==> src/rtl/rm_pkg.sv <==
package rm_pkg;
  localparam int RM_WIDTH = 6;
  localparam int RM_STATES = 1 << RM_WIDTH;
endpackage

==> src/rtl/rm_counter.sv <==
module rm_counter #(
  parameter int W = rm_pkg::RM_WIDTH
) (
  input  logic         clk,
  input  logic         mclr,
  input  logic         adv_n,
  output logic [W-1:0] cnt_q,
  output logic         at_top
);
  logic [W-1:0] cnt_d;

  always_comb begin
    cnt_d = cnt_q + 1'b1;
  end

  always_ff @(posedge clk or posedge mclr) begin
    if (mclr) begin
      cnt_q <= '0;
    end else if (!adv_n) begin
      cnt_q <= cnt_d;
    end
  end

  assign at_top = &cnt_q;

  AST_CNT_HOLD: assert property (@(posedge clk) disable iff (mclr)
    adv_n |=> $stable(cnt_q));
  AST_CNT_STEP: assert property (@(posedge clk) disable iff (mclr)
    !adv_n |=> cnt_q == W'($past(cnt_q) + 1'b1));
  AST_CLR_HOLD: assert property (@(posedge clk)
    mclr |-> cnt_q == '0);
endmodule

==> src/rtl/rm_window_dec.sv <==
module rm_window_dec #(
  parameter int W = rm_pkg::RM_WIDTH
) (
  input  logic [W-1:0] cnt,
  output logic [W-1:0] win
);
  for (genvar k = 0; k < W; k++) begin : g_win
    localparam int J = W - 1 - k;
    if (J == 0) begin : g_lsb
      assign win[k] = ~cnt[0];
    end else begin : g_upper
      assign win[k] = ~cnt[J] & (&cnt[J-1:0]);
    end
  end
endmodule

==> src/rtl/rm_out_gate.sv <==
module rm_out_gate #(
  parameter int W = rm_pkg::RM_WIDTH
) (
  input  logic         clk,
  input  logic [W-1:0] win,
  input  logic [W-1:0] sel,
  input  logic         zen_n,
  input  logic         yen,
  output logic         pulse,
  output logic         z,
  output logic         y
);
  always_comb begin
    pulse = ~zen_n & (|(win & sel));
    z     = ~(pulse & ~clk);
    y     = ~(z & yen);
  end
endmodule

==> src/rtl/rate_mult.sv <==
module rate_mult #(
  parameter int W = rm_pkg::RM_WIDTH
) (
  input  logic         clk,
  input  logic         mclr,
  input  logic         cnt_en_n,
  input  logic [W-1:0] rate_sel,
  input  logic         zgate_n,
  input  logic         ygate,
  output logic         z_out,
  output logic         y_out,
  output logic         tc_n,
  output logic         pulse_en
);
  logic [W-1:0] cnt;
  logic [W-1:0] win;
  logic         at_top;

  rm_counter #(.W(W)) u_cnt (
    .clk    (clk),
    .mclr   (mclr),
    .adv_n  (cnt_en_n),
    .cnt_q  (cnt),
    .at_top (at_top)
  );

  rm_window_dec #(.W(W)) u_dec (
    .cnt (cnt),
    .win (win)
  );

  rm_out_gate #(.W(W)) u_gate (
    .clk   (clk),
    .win   (win),
    .sel   (rate_sel),
    .zen_n (zgate_n),
    .yen   (ygate),
    .pulse (pulse_en),
    .z     (z_out),
    .y     (y_out)
  );

  assign tc_n = ~(at_top & ~cnt_en_n);

  AST_WIN_ONEHOT: assert property (@(posedge clk) disable iff (mclr)
    $onehot0(win));
  AST_TOP_SILENT: assert property (@(posedge clk) disable iff (mclr)
    !tc_n |-> !pulse_en);
  AST_ZGATE_MUTE: assert property (@(posedge clk) disable iff (mclr)
    zgate_n |-> !pulse_en);
  AST_TC_IDLE: assert property (@(posedge clk) disable iff (mclr)
    cnt_en_n |-> tc_n);
endmodule

==> config.mk <==
export PLATFORM = sky130hd
export DESIGN_NAME = rate_mult
export DESIGN_NICKNAME = d
export VERILOG_FILES = /design/src/rtl/rm_pkg.sv /design/src/rtl/rm_counter.sv /design/src/rtl/rm_window_dec.sv /design/src/rtl/rm_out_gate.sv /design/src/rtl/rate_mult.sv
export SDC_FILE = /design/constraint.sdc
export NUM_CORES = 1
export LEC_CHECK = 0
export ABC_AREA = 1
export BUFFER_PORTS_ARGS = -buffer_cell sky130_fd_sc_hd__buf_2
export CAP_MARGIN = 40
export CORE_UTILIZATION = 33
export DETAILED_ROUTE_END_ITERATION = 10
export GPL_TIMING_DRIVEN = 1
export SLEW_MARGIN = 20
export SYNTH_ARGS = -nofsm -noshare
export SYNTH_HDL_FRONTEND = slang
export SYNTH_HIERARCHICAL = 1
export SYNTH_SLANG_ARGS = --single-unit
==> constraint.sdc <==
create_clock -name clk -period 2.45 [get_ports clk]
set_input_delay 0 -clock clk [delete_from_list [all_inputs] [get_ports clk]]
set_output_delay 0 -clock clk [all_outputs]
set_load 0.1 [all_outputs]
==> flow_metrics.env <==
export IMPL_dp_hpwl_um=652
export IMPL_yosys_area_share_simple_pct=41.5
export IMPL_p_clk_share_pct=43.0
export IMPL_drt_iter0_drc=14
export IMPL_ant_nets=0
export IMPL_drc=0
export IMPL_cpPeakStageDelay_ns=0.20
export IMPL_syn_avg_cell_area_um2=6.29
export IMPL_synthesis_area_um2=434
export IMPL_finalClockSkew_ns=0.00675
export IMPL_switching_share_pct=47.6
export IMPL_drv_cap=0
export IMPL_status="finished clean"
export IMPL_cts_tree="done"
export IMPL_drive_gt1_share_pct=32.6
export IMPL_synth_seq_cells=6
export IMPL_postRouteWirelength_um=1030
export IMPL_tightest_slew_ns=0.485
export IMPL_grt_pass1_wl_um=1470
export IMPL_crit_path_end_kind="primary output"
export IMPL_seq_power_share_pct=29.2
export IMPL_die_w_um=38.3
export IMPL_critical_path_class="clk2out"
export IMPL_p_comb_share_pct=27.8
export IMPL_synth_warnings=6
export IMPL_largest_register="u_cnt/cnt_q"
export IMPL_placed_area_um2=524
export IMPL_vdd_drop_max_mv=0.457
export IMPL_area_growth_pct=47.0
export IMPL_diodes=0
export IMPL_slowest_stage="buf_8"
export IMPL_core_area_mm2=0.00117
export IMPL_power_internal_mw=0.363
export IMPL_rr_endpoint="u_cnt/cnt_q[2]$_DFFE_PP0N_"
export IMPL_start_util_pct=37.1
export IMPL_path_max_fanout=4
export IMPL_r2r_cells=4
export IMPL_path_clk_slew_ns=0.06
export IMPL_worstPathCellList="clkbuf_4, clkbuf_4, clkbuf_4, clkbuf_4, inv_1, nand3_2, clkbuf_4, clkbuf_4, nand2_2, buf_8"
export IMPL_timing_rr_start="u_cnt/cnt_q[0]$_DFFE_PP0N_"
export IMPL_finalWeightedCongestion=0.754
export IMPL_synth_area_mux_share_pct=0
export IMPL_final_cell_mix="23 x nand2_1, 15 x inv_1, 12 x buf_2"
export IMPL_hold_path_class="in2async"
export IMPL_postCtsSetupBuffers=0
export IMPL_synth_compound_area_share_pct=1.15
export IMPL_synth_xor_area_share_pct=6.05
export IMPL_drt_first_pass_iters=4
export IMPL_clk_latency_ns=0.26
export IMPL_r2r_slack_ns=1.37
export IMPL_io_pins=15
export IMPL_grt_total_usage_pct=17.2
export IMPL_num_fill_cells=122
export IMPL_synth_top_family_by_area="simple AND/OR/NAND/NOR gates"
export IMPL_setup_tns_ns=0
export IMPL_gr_total_overflow=0
export IMPL_path_common_cell="clkbuf_4"
export IMPL_power_leakage_nw=0.397
export IMPL_slew_viol_final=0
export IMPL_power_switching_mw=0.329
export IMPL_synth_cell_type_count=14
export IMPL_yosys_area_share_adder_pct=2.88
export IMPL_nets=107
export IMPL_syn_inst=69
export IMPL_grt_pass1_vias=401
export IMPL_p_per_area_mw_per_mm2=1080
export IMPL_synth_yosys_seq_area_share_pct=34.6
export IMPL_setup_viol=0
export IMPL_largestRegisters="u_cnt/cnt_q (6)"
export IMPL_drt_vias_per_instance=4.29
export IMPL_cp_arrival_ns=2.41
export IMPL_die_area_mm2=0.00146
export IMPL_crit_required_ns=2.45
export IMPL_design_area_um2=638
export IMPL_worst_setup_path_start_kind="clock port"
export IMPL_antenna_found_initial=0
export IMPL_grt_start_max_net_pins=8
export IMPL_post_drt_wl_per_cell_um=9.46
export IMPL_vias=468
export IMPL_final_common_cell="nand2_1"
export IMPL_slew_headroom_pct=67.9
export IMPL_largest_reg_flops=6
export IMPL_hold_viol_final=0
export IMPL_num_rows=12
export IMPL_port_buffers=14
export IMPL_die_height_um=38.3
export IMPL_syn_nets=81
## Yosys cell counts
library cell	instances	area share, %
nand3_1	3	3.5
xnor2_1	1	2.0
nand2_2	2	2.9
ha_1	1	2.9
inv_1	14	12
nand4_1	1	1.4
nor2_2	2	2.9
dfrtp_1	6	35
a21oi_1	1	1.2
xor2_1	2	4.0
nand2_1	24	21
inv_2	2	1.7
nor2_1	9	7.8
nand3_2	1	2.3
## through the flow
stage | instances | setup WS, ns | hold WS, ns | power [mW] | util [%]
after floorplan | 69 | 0.0697 | -0.209 | 0.433 | -
after detailed placement | 97 | 0.649 | -0.0693 | 0.481 | 44.8
after global placement | 97 | 0.649 | -0.0724 | 0.480 | 44.8
after global routing | 109 | -0.0149 | 0.226 | 0.741 | 54.5
after CTS | 109 | 0.0251 | 0.199 | 0.687 | 54.0
final | 109 | 0.0414 | 0.185 | 0.692 | 54.5
## how the worst max path moves through the flow
| stage | start | to | cells after the start |
|---|---|---|---|
| 2_1_floorplan | clk | y_out | 3 |
| 3_3_place_gp | clk | y_out | 4 |
| 3_5_place_dp | clk | y_out | 4 |
| 4_1_cts | clk | z_out | 9 |
| 5_1_grt | clk | y_out | 10 |
| 6_report | clk | y_out | 10 |
## cells by family after synthesis
logic type	after synthesis
DFF	6
AOI/OAI and AO/OA	1
adders and majority gates	1
and+or+nand+nor	42
buffers and inverters	16
xor gates and xnor gates	3
## power groups by stage
stage	clock network [mW]	logic (mW)	registers [mW]
after detailed placement	0.0904	0.186	0.205
after global placement	0.0904	0.186	0.204
after floorplan	0.0836	0.160	0.190
after global routing	0.314	0.217	0.210
after CTS	0.293	0.191	0.203
final	0.298	0.192	0.202
## worst max-delay path, delay by kind of cell
kind                   cells  cell delay (ns)
and+or+nand+nor            2             0.14
buffers and inverters      8             1.05
## per-layer routing
layer | global-route usage (%) | part of all wire [%]
met5 | 0 | 0
met4 | 14.3 | 4.5
met3 | 18.0 | 6.7
met2 | 18.6 | 43
met1 | 17.8 | 45
## timing repair
action                     4_1_cts  5_1_grt
resized for setup                2        3
gates cloned                     0        0
setup endpoints to repair        1        2
hold endpoints to repair         7        0
hold buffers                     2        0
## final cells by class
type | instances | area [µm²] | share of cell area [%]
clock inverter | 3 | 25.0 | 3.92
timing repair buffer | 14 | 80.1 | 12.5
inverter | 15 | 56.3 | 8.82
sequential | 6 | 150 | 23.5
tap | 14 | 17.5 | 2.75
multi-input combinational | 47 | 226 | 35.5
clock buffer | 10 | 82.6 | 12.9
No activity file was read; power rests on OpenSTA's default activity.
